## src/rtl/gbn_pkg.sv

```systemverilog
// Package gbn_pkg
// Types shared by the go-back-N sender and its submodules.
// Assumes nothing beyond IEEE 1800-2017 packages.
package gbn_pkg;

    // Resend controller state: idle, or stepping through the buffer
    typedef enum logic [0:0] {
        BURST_IDLE = 1'b0,
        BURST_RUN  = 1'b1
    } burst_state_t;

endpackage : gbn_pkg

```

## src/rtl/gbn_retx_store.sv

```systemverilog
// Module gbn_retx_store
// Circular retransmission buffer. Each entry holds a descriptor, the slot
// it was last sent in and its remaining retry budget. The read and write
// pointers are one bit wider than the index, so each pointer value is also
// the sequence number of the entry it points at (modulo 2*DEPTH).
// Assumes: DEPTH is a power of two and at least 2. push is never raised
// when full, pop never when empty. push and resend never hit the same
// entry in one cycle.
module gbn_retx_store #(
    parameter int DEPTH    = 4,
    parameter int DESC_W   = 8,
    parameter int TS_W     = 8,
    parameter int TTL_W    = 2,
    parameter int TTL_INIT = 3
) (
    input  logic                     clk,
    input  logic                     rst_n,
    input  logic                     push,
    input  logic [DESC_W-1:0]        push_desc,
    input  logic [TS_W-1:0]          push_ts,
    input  logic                     pop,
    input  logic                     resend,
    input  logic [$clog2(DEPTH):0]   resend_seq,
    input  logic [TS_W-1:0]          resend_ts,
    output logic                     full,
    output logic                     empty,
    output logic [$clog2(DEPTH):0]   head_seq,
    output logic [$clog2(DEPTH):0]   tail_seq,
    output logic [DESC_W-1:0]        head_desc,
    output logic [TS_W-1:0]          head_ts,
    output logic [TTL_W-1:0]         head_ttl,
    output logic [DESC_W-1:0]        resend_desc,
    output logic [TTL_W-1:0]         resend_ttl
);

    localparam int IDX_W = $clog2(DEPTH);
    localparam int SEQ_W = IDX_W + 1;
    localparam logic [SEQ_W-1:0]  DEPTH_SEQ = SEQ_W'(DEPTH);
    localparam logic [TTL_W-1:0]  TTL_START = TTL_W'(TTL_INIT);

    logic [DESC_W-1:0] desc_q [DEPTH];
    logic [TS_W-1:0]   ts_q   [DEPTH];
    logic [TTL_W-1:0]  ttl_q  [DEPTH];
    logic [SEQ_W-1:0]  rd_ptr;
    logic [SEQ_W-1:0]  wr_ptr;
    logic [IDX_W-1:0]  rd_idx;
    logic [IDX_W-1:0]  wr_idx;
    logic [IDX_W-1:0]  rs_idx;
    logic [SEQ_W-1:0]  fill;

    assign rd_idx = rd_ptr[IDX_W-1:0];
    assign wr_idx = wr_ptr[IDX_W-1:0];
    assign rs_idx = resend_seq[IDX_W-1:0];
    assign fill   = wr_ptr - rd_ptr;

    // Occupancy flags derived from the pointer distance
    always_comb begin
        full  = (fill == DEPTH_SEQ);
        empty = (fill == '0);
    end

    // Read ports: the oldest entry and the entry being resent
    always_comb begin
        head_seq    = rd_ptr;
        tail_seq    = wr_ptr;
        head_desc   = desc_q[rd_idx];
        head_ts     = ts_q[rd_idx];
        head_ttl    = ttl_q[rd_idx];
        resend_desc = desc_q[rs_idx];
        resend_ttl  = ttl_q[rs_idx];
    end

    // Pointer update on push and on retirement
    always_ff @(posedge clk) begin
        if (!rst_n) begin
            rd_ptr <= '0;
            wr_ptr <= '0;
        end else begin
            if (push) wr_ptr <= wr_ptr + 1'b1;
            if (pop)  rd_ptr <= rd_ptr + 1'b1;
        end
    end

    // Entry contents: a push fills an entry, a resend restamps it and spends budget
    always_ff @(posedge clk) begin
        if (!rst_n) begin
            for (int i = 0; i < DEPTH; i++) begin
                desc_q[i] <= '0;
                ts_q[i]   <= '0;
                ttl_q[i]  <= '0;
            end
        end else begin
            if (push) begin
                desc_q[wr_idx] <= push_desc;
                ts_q[wr_idx]   <= push_ts;
                ttl_q[wr_idx]  <= TTL_START;
            end
            if (resend) begin
                ts_q[rs_idx] <= resend_ts;
                if (resend_ttl != '0) ttl_q[rs_idx] <= resend_ttl - 1'b1;
            end
        end
    end


    no_overflow_chk: assert property (@(posedge clk) disable iff (!rst_n)
        push |-> !full);


    no_underflow_chk: assert property (@(posedge clk) disable iff (!rst_n)
        pop |-> !empty);


    ttl_no_wrap_chk: assert property (@(posedge clk) disable iff (!rst_n)
        resend |-> (resend_ttl != '0));

endmodule : gbn_retx_store

```

## src/rtl/gbn_age_check.sv

```systemverilog
// Module gbn_age_check
// Flags the oldest entry as timed out once the slot distance since its last
// transmission reaches the round-trip time. The difference is taken modulo
// 2^TS_W.
// Assumes: RTT plus DEPTH is well below 2^TS_W. The check then runs often
// enough that an age never wraps before it is seen.
module gbn_age_check #(
    parameter int TS_W = 8,
    parameter int RTT  = 40
) (
    input  logic            valid,
    input  logic [TS_W-1:0] now,
    input  logic [TS_W-1:0] stamp,
    output logic            aged
);

    localparam logic [TS_W-1:0] RTT_TS = TS_W'(RTT);

    logic [TS_W-1:0] age;

    // Modular age and threshold comparison
    always_comb begin
        age  = now - stamp;
        aged = valid && (age >= RTT_TS);
    end

endmodule : gbn_age_check

```

## src/rtl/gbn_burst_ctrl.sv

```systemverilog
// Module gbn_burst_ctrl
// Steps a resend pointer from the oldest entry to the newest, one entry per
// cycle, after a timeout. The burst ends on the cycle that resends the
// newest entry.
// Assumes: start is raised only while idle with a non-empty buffer, and no
// push happens while active.
module gbn_burst_ctrl #(
    parameter int SEQ_W = 3
) (
    input  logic             clk,
    input  logic             rst_n,
    input  logic             start,
    input  logic [SEQ_W-1:0] head_seq,
    input  logic [SEQ_W-1:0] tail_seq,
    output logic             active,
    output logic [SEQ_W-1:0] resend_seq
);

    import gbn_pkg::*;

    burst_state_t     state_q;
    logic [SEQ_W-1:0] bptr_q;
    logic [SEQ_W-1:0] bptr_nxt;

    assign bptr_nxt   = bptr_q + 1'b1;
    assign active     = (state_q == BURST_RUN);
    assign resend_seq = bptr_q;

    // Burst state and resend pointer sequencing
    always_ff @(posedge clk) begin
        if (!rst_n) begin
            state_q <= BURST_IDLE;
            bptr_q  <= '0;
        end else begin
            case (state_q)
                BURST_IDLE: begin
                    if (start) begin
                        state_q <= BURST_RUN;
                        bptr_q  <= head_seq;
                    end
                end
                BURST_RUN: begin
                    bptr_q <= bptr_nxt;
                    if (bptr_nxt == tail_seq) state_q <= BURST_IDLE;
                end
                default: state_q <= BURST_IDLE;
            endcase
        end
    end


    burst_window_chk: assert property (@(posedge clk) disable iff (!rst_n)
        active |-> (SEQ_W'(bptr_q - head_seq) < SEQ_W'(tail_seq - head_seq)));

endmodule : gbn_burst_ctrl

```

## src/rtl/gbn_retx_sender.sv

```systemverilog
// Module gbn_retx_sender
// Go-back-N sender. New descriptors are sent and buffered. In-order positive
// acknowledgments retire the oldest entry. A timeout of the oldest entry
// resends the whole buffer, or discards that entry once its retry budget is
// spent.
// Assumes: slot_now advances by at most one per cycle. RTT + DEPTH is well
// below 2^TS_W. DEPTH is a power of two and at least 2.
module gbn_retx_sender #(
    parameter int DEPTH    = 4,
    parameter int DESC_W   = 8,
    parameter int TS_W     = 8,
    parameter int RTT      = 40,
    parameter int TTL_INIT = 3
) (
    input  logic                    clk,
    input  logic                    rst_n,
    input  logic                    in_valid,
    output logic                    in_ready,
    input  logic [DESC_W-1:0]       in_desc,
    input  logic [TS_W-1:0]         slot_now,
    input  logic                    ack_valid,
    input  logic [$clog2(DEPTH):0]  ack_seq,
    output logic                    tx_valid,
    output logic                    tx_retx,
    output logic [$clog2(DEPTH):0]  tx_seq,
    output logic [DESC_W-1:0]       tx_desc,
    output logic                    drop_valid,
    output logic [$clog2(DEPTH):0]  drop_seq
);

    localparam int SEQ_W = $clog2(DEPTH) + 1;
    localparam int TTL_W = $clog2(TTL_INIT + 1);

    logic              full;
    logic              empty;
    logic [SEQ_W-1:0]  head_seq;
    logic [SEQ_W-1:0]  tail_seq;
    logic [DESC_W-1:0] head_desc;
    logic [TS_W-1:0]   head_ts;
    logic [TTL_W-1:0]  head_ttl;
    logic [DESC_W-1:0] resend_desc;
    logic [TTL_W-1:0]  resend_ttl;
    logic [SEQ_W-1:0]  resend_seq;
    logic              burst_active;
    logic              aged;
    logic              ack_hit;
    logic              timeout_go;
    logic              drop_go;
    logic              burst_go;
    logic              push;
    logic              pop;

    // Decisions taken on the oldest entry each cycle
    always_comb begin
        ack_hit    = ack_valid && !empty && (ack_seq == head_seq);
        timeout_go = aged && !burst_active && !ack_hit;
        drop_go    = timeout_go && (head_ttl == '0);
        burst_go   = timeout_go && (head_ttl != '0);
        pop        = ack_hit || drop_go;
        in_ready   = !full && !burst_active && !aged;
        push       = in_valid && in_ready;
    end

    gbn_retx_store #(
        .DEPTH    (DEPTH),
        .DESC_W   (DESC_W),
        .TS_W     (TS_W),
        .TTL_W    (TTL_W),
        .TTL_INIT (TTL_INIT)
    ) u_store (
        .clk         (clk),
        .rst_n       (rst_n),
        .push        (push),
        .push_desc   (in_desc),
        .push_ts     (slot_now),
        .pop         (pop),
        .resend      (burst_active),
        .resend_seq  (resend_seq),
        .resend_ts   (slot_now),
        .full        (full),
        .empty       (empty),
        .head_seq    (head_seq),
        .tail_seq    (tail_seq),
        .head_desc   (head_desc),
        .head_ts     (head_ts),
        .head_ttl    (head_ttl),
        .resend_desc (resend_desc),
        .resend_ttl  (resend_ttl)
    );

    gbn_age_check #(
        .TS_W (TS_W),
        .RTT  (RTT)
    ) u_age (
        .valid (!empty),
        .now   (slot_now),
        .stamp (head_ts),
        .aged  (aged)
    );

    gbn_burst_ctrl #(
        .SEQ_W (SEQ_W)
    ) u_burst (
        .clk        (clk),
        .rst_n      (rst_n),
        .start      (burst_go),
        .head_seq   (head_seq),
        .tail_seq   (tail_seq),
        .active     (burst_active),
        .resend_seq (resend_seq)
    );

    // Registered transmit output: a resend or a first transmission
    always_ff @(posedge clk) begin
        if (!rst_n) begin
            tx_valid <= 1'b0;
            tx_retx  <= 1'b0;
            tx_seq   <= '0;
            tx_desc  <= '0;
        end else begin
            tx_valid <= push || burst_active;
            if (burst_active) begin
                tx_retx <= 1'b1;
                tx_seq  <= resend_seq;
                tx_desc <= resend_desc;
            end else if (push) begin
                tx_retx <= 1'b0;
                tx_seq  <= tail_seq;
                tx_desc <= in_desc;
            end
        end
    end

    // Registered one-cycle drop report
    always_ff @(posedge clk) begin
        if (!rst_n) begin
            drop_valid <= 1'b0;
            drop_seq   <= '0;
        end else begin
            drop_valid <= drop_go;
            if (drop_go) drop_seq <= head_seq;
        end
    end


    drop_tx_excl_chk: assert property (@(posedge clk) disable iff (!rst_n)
        drop_valid |-> !tx_valid);


    ack_retire_chk: assert property (@(posedge clk) disable iff (!rst_n)
        ack_hit |=> (head_seq == SEQ_W'($past(head_seq) + 1'b1)));


    drop_only_spent_chk: assert property (@(posedge clk) disable iff (!rst_n)
        drop_valid |-> ($past(head_ttl) == '0));


    reset_quiet_chk: assert property (@(posedge clk)
        !$past(rst_n) |-> (!tx_valid && !drop_valid));

endmodule : gbn_retx_sender

```

## config.mk

```make
export PLATFORM = sky130hd
export DESIGN_NAME = gbn_retx_sender
export DESIGN_NICKNAME = d
export VERILOG_FILES = /design/src/rtl/gbn_pkg.sv /design/src/rtl/gbn_retx_store.sv /design/src/rtl/gbn_age_check.sv /design/src/rtl/gbn_burst_ctrl.sv /design/src/rtl/gbn_retx_sender.sv
export SDC_FILE = /design/constraint.sdc
export NUM_CORES = 1
export LEC_CHECK = 0
export CAP_MARGIN = 30
export CORE_MARGIN = 5
export CORE_UTILIZATION = 58
export CTS_CLUSTER_SIZE = 16
export DETAILED_ROUTE_END_ITERATION = 8
export GPL_TIMING_DRIVEN = 0
export PLACE_DENSITY = 0.86
export SYNTH_ARGS = -nofsm -noshare
export SYNTH_HDL_FRONTEND = slang
export SYNTH_SLANG_ARGS = --single-unit
```

## constraint.sdc

```tcl
create_clock -name clk -period 4.9 [get_ports clk]
set_input_delay 0.735 -clock clk [delete_from_list [all_inputs] [get_ports clk]]
set_output_delay 0.735 -clock clk [all_outputs]
set_load 0.1 [all_outputs]
```

==> results.rst <==
.. list-table::
   :header-rows: 1

   * - Metric
     - Value
   * - # H-tree levels
     - 3
   * - Routed WL per cell
     - 19.2 um
   * - Non-filler cells, final
     - 599
   * - Count of TritonRoute iterations in the first routing pass
     - 5
   * - Filler cells
     - 666
   * - Post-synthesis cell type count
     - 60
   * - Class of the worst hold path
     - flop to flop
   * - Die area
     - 0.0110 sq mm
   * - Detailed placement HPWL
     - 8500 um
   * - Minimum hold slack
     - 0.487 ns
   * - Number of setup violations in the final report
     - 0
   * - Remaining antenna violation count
     - 0
   * - Growth of design area from synthesis to finish
     - 14.9%
   * - Most frequently used flop master after synthesis
     - edfxtp_1
   * - Initial Util
     - 0.598
   * - Boundary pin count
     - 41
   * - Via-to-Cell Ratio
     - 6.21
   * - Global-route total usage across every layer
     - 0.216
   * - End of the worst register-to-register path
     - u_store.desc_q[2][6]
   * - Count of buffers from port buffering
     - 39
   * - Internal power
     - 2150 uW
   * - Tot Pwr
     - 3870 uW
   * - Height of the die
     - 105 um
   * - Number of buffers and inverters on the critical path
     - 2
   * - First-pass GRT wire length
     - 19000 um
   * - Core occupancy in the finished layout
     - 0.687
   * - Type of the worst setup path
     - flop to flop
   * - Clock tree from TritonCTS
     - done
   * - IR drop worst, VDD
     - 392 uV
   * - Iteration-0 DRC Markers
     - 297
   * - Count of flip-flops with a built-in enable after synthesis
     - 72
   * - Largest net degree at the start of global routing
     - 19
   * - Fraction of layout instances using a drive strength above 1
     - 0.124
   * - Crit path launch type
     - flop
   * - Register-to-register path setup slack
     - 0.45 ns
   * - Fmax achieved
     - 225 MHz
   * - Die width
     - 105 um
   * - Endpoint of the worst setup timing path
     - u_store.desc_q[2][6]
   * - Sequential Power Share
     - 0.349
   * - Routed wire length
     - 11500 um
   * - Transition at the pin with the smallest max-transition slack
     - 1.08 ns
   * - Total grt overflow
     - 0
   * - Synthesized cell area
     - 0.00524 sq mm
   * - Critical path endpoint category
     - flop
   * - Number of gates on the worst path with buffers counted
     - 12
   * - Register-to-Register Path Depth
     - 12
   * - Cts hold-fix bufs
     - 0
   * - Post-synthesis instance total
     - 430
   * - Final critical delay including setup and external delays
     - 4.45 ns
   * - Via count of the routed design
     - 3717
   * - Outcome
     - complete, no violations
   * - Max-cap viol count
     - 0
   * - Clock power frac
     - 0.146
   * - Data required time of the critical path
     - 4.93 ns
   * - Via count of the first global-routing pass
     - 3900
   * - Number of antenna diodes
     - 0
   * - Register bit total from synthesis
     - 103
   * - Total number of clock tree sinks
     - 103
   * - Gate power share
     - 0.505
   * - Unrepaired setup endpoints after global routing
     - no
   * - Nets
     - 523
   * - Total setup buffers inserted after CTS
     - 0
   * - Number of warnings printed during yosys synthesis
     - 0
   * - Initial antenna violation count
     - 0
   * - CP max stage cell
     - nor3_1
   * - Sequential cell area fraction in the yosys report
     - 0.531
   * - Max_slew headroom
     - 0.274
   * - Cell area power density
     - 643 mW/mm^2
   * - Number of slew-limit violations in the final report
     - 0
   * - Inst Count DP
     - 583
   * - Async set or reset register ratio after synthesis
     - 0
   * - CTS Buf Count
     - 9
   * - Period Utilization, post-route
     - 0.908
   * - Area taken by flip-flops and latches
     - 0.00278 sq mm
   * - CTS clock-pin slew for the worst setup and hold paths
     - 0.11 ns
   * - Clock tree root buffer cell
     - clkbuf_8
   * - Cts repair resizes
     - 1
   * - Critical path's top delay family
     - simple AND/OR/NAND/NOR gates
   * - Syn Nets
     - 467
   * - Mean area per synthesized cell
     - 12.2 sq um
   * - Switch Pwr
     - 1720 uW
   * - Critical Path AT
     - 4.48 ns
   * - Sw frac
     - 0.445
   * - Worst-Skew Late Latency
     - 0.37 ns
   * - Leakage power summed over all cells
     - 0.00228 uW
   * - Multi-input gate area
     - 0.00230 sq mm
   * - Area of the core
     - 0.00876 sq mm
   * - Clock Skew
     - 0.0108 ns
   * - Final RePlAce weighted congestion
     - 0.869
   * - Chain of cells forming the critical path
     - clkbuf_1 -> mux4_2 -> ha_1 -> inv_1 -> fa_1 -> nand3_1 -> a21o_1 -> a211oi_2 -> and2_1 -> a21oi_4 -> nor3_1 -> nand2b_1
   * - Post-route DRC
     - 0
   * - Largest fanout on the critical path
     - 9
   * - Number of hold violations in the final report
     - 0
   * - Number of core rows
     - 34
   * - Deepest clock path buffer count
     - 2
   * - Longest individual stage delay on the worst path
     - 0.75 ns
final cells by class:
type | instances | share of cell area
flip-flops and latches | 103 | 0.462
well taps | 108 | 0.0224
inverters | 21 | 0.0131
multi-input cells | 287 | 0.382
clock inverters | 6 | 0.0125
plain buffers | 19 | 0.0145
repair buffers | 45 | 0.0707
clock buffers | 10 | 0.0229
stage by stage:
stage | setup WS, ns | cell area, sq um | setup TNS (ns)
3_3_place_gp | -0.245 | 5770 | -3.17
4_1_cts | 0.0504 | 6020 | 0
3_5_place_dp | -0.0576 | 5810 | -0.256
6_report | 0.452 | 6020 | 0
5_1_grt | 0.121 | 6020 | 0
2_1_floorplan | 0.416 | 5240 | 0
per-layer routing:
| layer | GRT usage | up-vias | wire (um) |
|---|---|---|---|
| met1 | 0.258 | 1807 | 4400 |
| met3 | 0.0413 | 24 | 737 |
| met4 | 0.0932 | 0 | 263 |
| met2 | 0.379 | 152 | 6130 |
| li1 | - | 1734 | - |
| met5 | 0 | - | 0 |
synthesized netlist by cell type, drive strengths merged, types with 6 or more instances:
cell,number,area [sq um]
edfxtp,72,2160
and2,34,213
dfxtp,31,621
and3,26,163
nor2,24,92.6
o21ai,22,114
inv,21,78.8
mux4,19,447
nand2,17,63.8
a21oi,16,106
clkbuf,14,52.6
ha,13,163
nor3,11,55.1
nand3,9,45.0
nor3b,9,67.6
xnor2,9,78.8
a22o,8,70.1
mux2,7,78.8
a211oi,6,50.1
a31oi,6,37.5
mux2i,6,60.1
cells in the final DEF, fill, tap and decap left out, drive strengths merged, types with 4 or more instances in the layout:
cell           netlist  final
a211oi               6      6
a21o                 4      4
a21oi               16     16
a22o                 8      8
a31oi                6      6
and2                34     34
and3                26     26
buf                  5     11
clkbuf              14     25
clkdlybuf4s50        0     38
dfxtp               31     31
edfxtp              72     72
ha                  13     13
inv                 21     24
mux2                 7      7
mux2i                6      6
mux4                19     19
nand2               17     17
nand2b               5      5
nand3                9      9
nor2                24     24
nor3                11     11
nor3b                9      9
o21ai               22     22
xnor2                9      9
sequential cells by signal (all words and copies together) (netlist names), named ones only:
signal / cells
u_store.ts_q: 32
u_store.desc_q: 32
u_burst.resend_seq: 3
u_store.head_seq: 3
drop_valid: 1
u_store.tail_seq: 3
tx_valid: 1
drop_seq: 3
u_burst.active: 1
u_store.ttl_q: 8
tx_seq: 3
tx_retx: 1
tx_desc: 8
power groups by stage:
stage	combinational [uW]	sequential (uW)	clock [uW]
floorplan	1140	1680	0
global placement	1870	1360	0
detailed placement	1960	1370	0
CTS	1960	1350	563
global route	2110	1380	604
finish	1950	1350	564
worst min-delay path, delay by kind of cell, from the launching register on:
kind / cells / cell delay [ns]
AND/OR/NAND/NOR: 1 / 0.05
flip-flops: 1 / 0.32
AO/OA/AOI/OAI: 1 / 0.08
logic make-up (layout without fill, tap and decap cells):
logic type	Yosys count	count (layout)	share of synthesized area
adder cells (fa/ha/maj)	14	14	0.0349
flip-flops	103	103	0.531
buffers and inverters	40	101	0.0318
multiplexers	32	32	0.112
XOR/XNOR	12	12	0.0201
AO/OA/AOI/OAI	80	80	0.112
AND/OR/NAND/NOR	149	149	0.158
worst min path at each step:
stage | from | to | depth (start not counted)
floorplan | u_store.tail_seq[2] | u_store.tail_seq[2] | 2
global placement | tx_desc[4] | tx_desc[4] | 1
detailed placement | tx_desc[3] | tx_desc[3] | 1
CTS | tx_seq[0] | tx_seq[0] | 2
global route | tx_desc[6] | tx_desc[6] | 2
finish | tx_seq[0] | tx_seq[0] | 2
No activity file was read; power rests on OpenSTA's default activity.
